--- src/rtl/lut_cluster_pkg.sv ---
// Package: shared sizing and chain layout for the five-input logic tile.
// Assumes cells have at least four address inputs so the selector fits.
package lut_cluster_pkg;
    parameter int CELL_K    = 4;                    // address inputs per cell
    parameter int NUM_CELLS = 3;                    // high, low, selector
    localparam int TBL_W    = 1 << CELL_K;          // table bits per cell
    localparam int REG_BASE = NUM_CELLS * TBL_W;    // first register-select bit
    localparam int CHAIN_W  = REG_BASE + NUM_CELLS; // total chain length
    localparam int NUM_X    = CELL_K + 1;           // tile logic inputs

    // Cell order inside the chain; the order fixes the chain layout.
    typedef enum int {
        CELL_HI  = 0,
        CELL_LO  = 1,
        CELL_SEL = 2
    } cell_idx_e;
endpackage

--- src/rtl/cfg_chain.sv ---
// Module: serial configuration chain.
// Shifts one bit per clock while enabled, with new bits entering at the
// top so that the first bit sent ends at bit 0. Holds otherwise. Not reset.
module cfg_chain #(
    parameter int W = 51
) (
    input  logic         clk,
    input  logic         rst_n,
    input  logic         shift_en,
    input  logic         shift_din,
    output logic [W-1:0] cfg_word
);

    // Shift in at the top while loading, otherwise keep the contents.
    always_ff @(posedge clk) begin
        if (shift_en) begin
            cfg_word <= {shift_din, cfg_word[W-1:1]};
        end
    end

    AST_CHAIN_ENTRY: assert property (@(posedge clk) disable iff (!rst_n)
        shift_en |=> (cfg_word[W-1] == $past(shift_din)) && (cfg_word[0] == $past(cfg_word[1])));

    AST_CHAIN_HOLD: assert property (@(posedge clk)
        !shift_en |=> $stable(cfg_word));

endmodule

--- src/rtl/lut_cell.sv ---
// Module: one look-up cell with an optional output flip-flop.
// The address selects one table bit. reg_en picks the flip-flop output or
// the raw lookup. The flip-flop clears on synchronous reset or on clr.
module lut_cell #(
    parameter int K = 4,
    localparam int D = 1 << K
) (
    input  logic         clk,
    input  logic         rst_n,
    input  logic         clr,
    input  logic [D-1:0] tbl_bits,
    input  logic         reg_en,
    input  logic [K-1:0] addr,
    output logic         cell_out
);

    logic lut_bit;
    logic lut_q;

    // Pick the stored bit addressed by the inputs.
    always_comb begin
        lut_bit = tbl_bits[addr];
    end

    // Capture the lookup on each edge; clear on reset or during loading.
    always_ff @(posedge clk) begin
        if (!rst_n || clr) begin
            lut_q <= 1'b0;
        end else begin
            lut_q <= lut_bit;
        end
    end

    // Choose the registered or the bypassed path.
    always_comb begin
        cell_out = reg_en ? lut_q : lut_bit;
    end

    AST_RST_CLEARS: assert property (@(posedge clk)
        !rst_n |=> (lut_q == 1'b0));

    AST_REG_CAPTURE: assert property (@(posedge clk) disable iff (!rst_n)
        (!clr && reg_en && $stable(reg_en)) |=> (cell_out == $past(lut_bit)));

endmodule

--- src/rtl/lut_cluster.sv ---
// Module: five-input logic tile built from three look-up cells.
// The two cofactor cells read x_in[K:1]. The selector cell reads
// {0.., x_in[0], hi, lo}. Configuration comes from the serial chain.
// All outputs are forced to 0 while cfg_en is high. Assumes CELL_K >= 4.
module lut_cluster
    import lut_cluster_pkg::*;
(
    input  logic             clk,
    input  logic             rst_n,
    input  logic             cfg_en,
    input  logic             cfg_din,
    input  logic [NUM_X-1:0] x_in,
    output logic             y_out,
    output logic             cof_hi_out,
    output logic             cof_lo_out
);

    localparam int PAD_W = CELL_K - 3;

    logic [CHAIN_W-1:0] cfg_word;
    logic               cof_y [2];
    logic               sel_y;
    logic [CELL_K-1:0]  sel_addr;

    cfg_chain #(.W(CHAIN_W)) u_chain (
        .clk       (clk),
        .rst_n     (rst_n),
        .shift_en  (cfg_en),
        .shift_din (cfg_din),
        .cfg_word  (cfg_word)
    );

    // The two cofactor cells share the upper inputs as their address.
    for (genvar g = 0; g < 2; g++) begin : g_cof
        lut_cell #(.K(CELL_K)) u_cell (
            .clk      (clk),
            .rst_n    (rst_n),
            .clr      (cfg_en),
            .tbl_bits (cfg_word[g*TBL_W +: TBL_W]),
            .reg_en   (cfg_word[REG_BASE + g]),
            .addr     (x_in[NUM_X-1:1]),
            .cell_out (cof_y[g])
        );
    end

    // Build the selector address from the split input and both cofactors.
    always_comb begin
        sel_addr = {{PAD_W{1'b0}}, x_in[0], cof_y[CELL_HI], cof_y[CELL_LO]};
    end

    lut_cell #(.K(CELL_K)) u_sel (
        .clk      (clk),
        .rst_n    (rst_n),
        .clr      (cfg_en),
        .tbl_bits (cfg_word[CELL_SEL*TBL_W +: TBL_W]),
        .reg_en   (cfg_word[REG_BASE + CELL_SEL]),
        .addr     (sel_addr),
        .cell_out (sel_y)
    );

    // Gate every output to 0 while configuration is loading.
    always_comb begin
        y_out      = cfg_en ? 1'b0 : sel_y;
        cof_hi_out = cfg_en ? 1'b0 : cof_y[CELL_HI];
        cof_lo_out = cfg_en ? 1'b0 : cof_y[CELL_LO];
    end

    AST_LOAD_QUIET: assert property (@(posedge clk) disable iff (!rst_n)
        cfg_en |-> (!y_out && !cof_hi_out && !cof_lo_out));

    AST_SHANNON_MERGE: assert property (@(posedge clk) disable iff (!rst_n)
        (!cfg_en && !cfg_word[REG_BASE + CELL_SEL]
         && cfg_word[CELL_SEL*TBL_W +: TBL_W] == 16'h00CA)
        |-> (y_out == (x_in[0] ? cof_hi_out : cof_lo_out)));

endmodule

--- config.mk ---
export PLATFORM = sky130hd
export DESIGN_NAME = lut_cluster
export DESIGN_NICKNAME = d
export VERILOG_FILES = /design/src/rtl/lut_cluster_pkg.sv /design/src/rtl/cfg_chain.sv /design/src/rtl/lut_cell.sv /design/src/rtl/lut_cluster.sv
export SDC_FILE = /design/constraint.sdc
export NUM_CORES = 1
export LEC_CHECK = 0
export CORE_MARGIN = 4
export CORE_UTILIZATION = 57
export CTS_CLUSTER_SIZE = 16
export DETAILED_ROUTE_END_ITERATION = 7
export HOLD_SLACK_MARGIN = 0.02
export PLACE_DENSITY_LB_ADDON = 0.1
export SYNTH_ARGS = -nofsm -noshare
export SYNTH_HDL_FRONTEND = slang
export SYNTH_SLANG_ARGS = --single-unit
export TNS_END_PERCENT = 20
--- constraint.sdc ---
create_clock -name clk -period 3.55 [get_ports clk]
set_input_delay 0.71 -clock clk [delete_from_list [all_inputs] [get_ports clk]]
set_output_delay 0.71 -clock clk [all_outputs]
set_load 0.1 [all_outputs]
==> run metrics, run 1 <==
WL per Instance between 15 and 20 um; CTS root buf clkbuf_4; grt ovf 0; die area around 4600 um2; Final setup viols 0; crit share post-route 97.1%; clk_skew between 0.01 and 0.015 ns; Tmin final approximately 3.4 ns; post-synth top area cell edfxtp_1; final hold vios 0; Post-synth top cells 51 x edfxtp_1, 6 x mux2i_1, 5 x nand2_1, 5 x nand2b_1, 5 x nor2_1; NumNets Final around 150; Core Area about 3400 um2; Yosys warning count 0; Placer Congestion roughly 0.84; Synth Flop Type edfxtp_1; DP HPWL 2090 um; Max FO, Critical Path 7; number of synthesized flops with an enable pin 51; first-pass GRT wire length 5310 um; DR vias around 1.0k; Synth Net Count 117; initial antenna violation count 0; Slew Limit Fails 0; vias in the first global route about 1.0k; max cap viols 0; Internal Power between 0.8 and 0.9 mW; Initial Util between 60% and 70%; Psw roughly 0.29 mW; CP Data Arrival Time around 2.7 ns; Die Y 68.1 um; CP startpoint kind primary input; share of layout cells above drive strength 1 approximately 32%; TritonCTS Buffers 5; cell total after placement around 170; 1st-iter DRT viols roughly 160; largest net degree at the start of global routing 48; Worst-Margin Slew 0.574 ns; top-area cell type share of the netlist area about 74%; die width between 60 and 70 um; Post-Layout Cell Count 186; DR DRC count 0; Sink Count 54; CTS tree built; detailed-router iteration count before antenna repair 4; syn avg cell area roughly 19 um2; pre-CTS setup slack -0.366 ns; I/O pin cnt 12; worst rel slew slack between 60% and 70%; fmax between 200 and 300 MHz; Peak VDD IR about 0.32 mV; Worst Path Required 2.84 ns; GR peak layer met1; met1 Use GR approximately a quarter; crit path kind in2out; sw frac between 20% and 30%; Power, Total approximately 1.2 mW; worst-skew pair later-pin latency 0.38 ns; Synth cell types 28; Final ANT Viol Nets 0; Min Hold Slack about 0.45 ns; sequential area share after synthesis approximately 77%; antenna diode count 0; Final WS setup roughly 0.10 ns; maximum root-to-sink buffer count 2; Syn Inst Count approximately 110; Vias/cell approximately 5.5; gr usage total between 10% and 20%; register bit total from synthesis 54; Routed WL about 3200 um; Async S/R FF share, synth 0%; CTS Hold Bufs 0; Row Count 21; htree depth 2; pwr dens between 400 and 500 nW/um2; met2 GRT Util roughly 23%; Gate power share between 10% and 20%; Hold Crit Class reg2reg; Seq pwr share 64.0%; final core occ a little under three quarters; count leader, synth edfxtp_1; clock network power share about a quarter; met3 Use GR between 4 and 5%; Critical Path Sink Type primary output; Leak Pwr about 0.9 nW; PortBufs 11; status completed; Post-Syn Area 2060 um2; Synth area leaders edfxtp_1 74%, mux4_2 4.4%, dfxtp_1 2.9%; Worst-path clk slew approximately 0.16 ns; area grow syn2layout 19.2%
-- sequential cells by signal, summed over array words and instances (netlist names) --
name and count:
u_chain.cfg_word 51, g_cof.u_cell.lut_q 2, u_sel.lut_q 1
-- final timing paths --
| check | start | endpoint | slack (ns) | cells after the start |
|---|---|---|---|---|
| min | u_chain.cfg_word[44] | u_chain.cfg_word[43] | 0.45 | 0 |
| min reg2reg | u_chain.cfg_word[44] | u_chain.cfg_word[43] | 0.45 | 0 |
| max | x_in[2] | y_out | 0.10 | 11 |
| max reg2reg | u_chain.cfg_word[8] | u_sel.lut_q | 1.47 | 7 |
-- placed cells by master, fill, tap and decap left out, types with 2 or more instances in the layout --
| cell type | count |
|---|---|
| edfxtp_1 | 51 |
| buf_4 | 15 |
| mux2i_1 | 6 |
| nand2_1 | 5 |
| nor2_1 | 5 |
| nand2b_1 | 5 |
| clkbuf_4 | 5 |
| mux4_2 | 4 |
| a211oi_2 | 3 |
| dfxtp_1 | 3 |
| clkdlybuf4s50_1 | 3 |
| buf_6 | 3 |
| buf_12 | 3 |
| mux4_1 | 2 |
| nor2b_1 | 2 |
| a22oi_1 | 2 |
| a21oi_1 | 2 |
-- power groups by stage --
stage / clock network [mW] / logic (mW) / registers (mW)
global route: 0.330 / 0.147 / 0.759
CTS: 0.295 / 0.132 / 0.755
floorplan: 0 / 0.0729 / 0.761
detailed placement: 0 / 0.125 / 0.769
global placement: 0 / 0.123 / 0.767
finish: 0.288 / 0.137 / 0.755
-- final cells by class --
| class | count | area, um2 |
|---|---|---|
| flip-flops and latches | 54 | 1590 |
| fillers | 222 | 958 |
| multi-input cells | 50 | 479 |
| repair buffers | 27 | 259 |
| well taps | 46 | 57.6 |
| clock buffers | 5 | 37.5 |
| clock inverters | 3 | 28.8 |
| inverters | 1 | 3.75 |
-- through the flow --
| stage | instance area, um2 | TNS [ns] |
|---|---|---|
| 2_1_floorplan | 2070 | -0.751 |
| 3_3_place_gp | 2320 | -0.342 |
| 3_5_place_dp | 2320 | -0.443 |
| 4_1_cts | 2430 | 0 |
| 5_1_grt | 2460 | -0.0655 |
| 6_report | 2460 | 0 |
-- layer usage --
layer	part of all wire, %	up-vias	wire length [um]
li1	-	494	-
met1	49	508	1580
met2	45	24	1470
met3	4.1	6	132
met4	1.8	0	60
met5	0	-	0
-- repair_timing --
| action | in CTS | in global routing |
|---|---|---|
| buffers inserted | 3 | 2 |
| pin swaps | 10 | 8 |
| resized for setup | 13 | 13 |
| setup endpoints to repair | 3 | 1 |
-- logic make-up (layout without fill, tap and decap cells) --
family                 after synthesis  in the layout  synth area share, %
AOI/OAI and AO/OA                   15             15                 5.34
buffers and inverters                4             36                 1.46
DFF                                 54             54                 77.2
muxes                               13             13                 10.4
and+or+nand+nor                     22             22                 5.64
-- critical path: stages --
cell      delay [ns]
clkbuf_2        0.09
buf_6           0.11
mux2i_1         0.19
a222oi_1        0.16
buf_4           0.16
buf_4           0.13
a211o_1         0.31
a22oi_1         0.19
o21bai_1        0.12
a311oi_2        0.35
buf_12          0.22
(Power assumes the default switching activity.)
==> run 2, diff against run 1 <==
Settings changed: ABC_CLOCK_PERIOD_IN_PS set to 3550.
==> results of run 2 <==
Same layout as run 1: the final DEF is identical, and so are final timing and power.
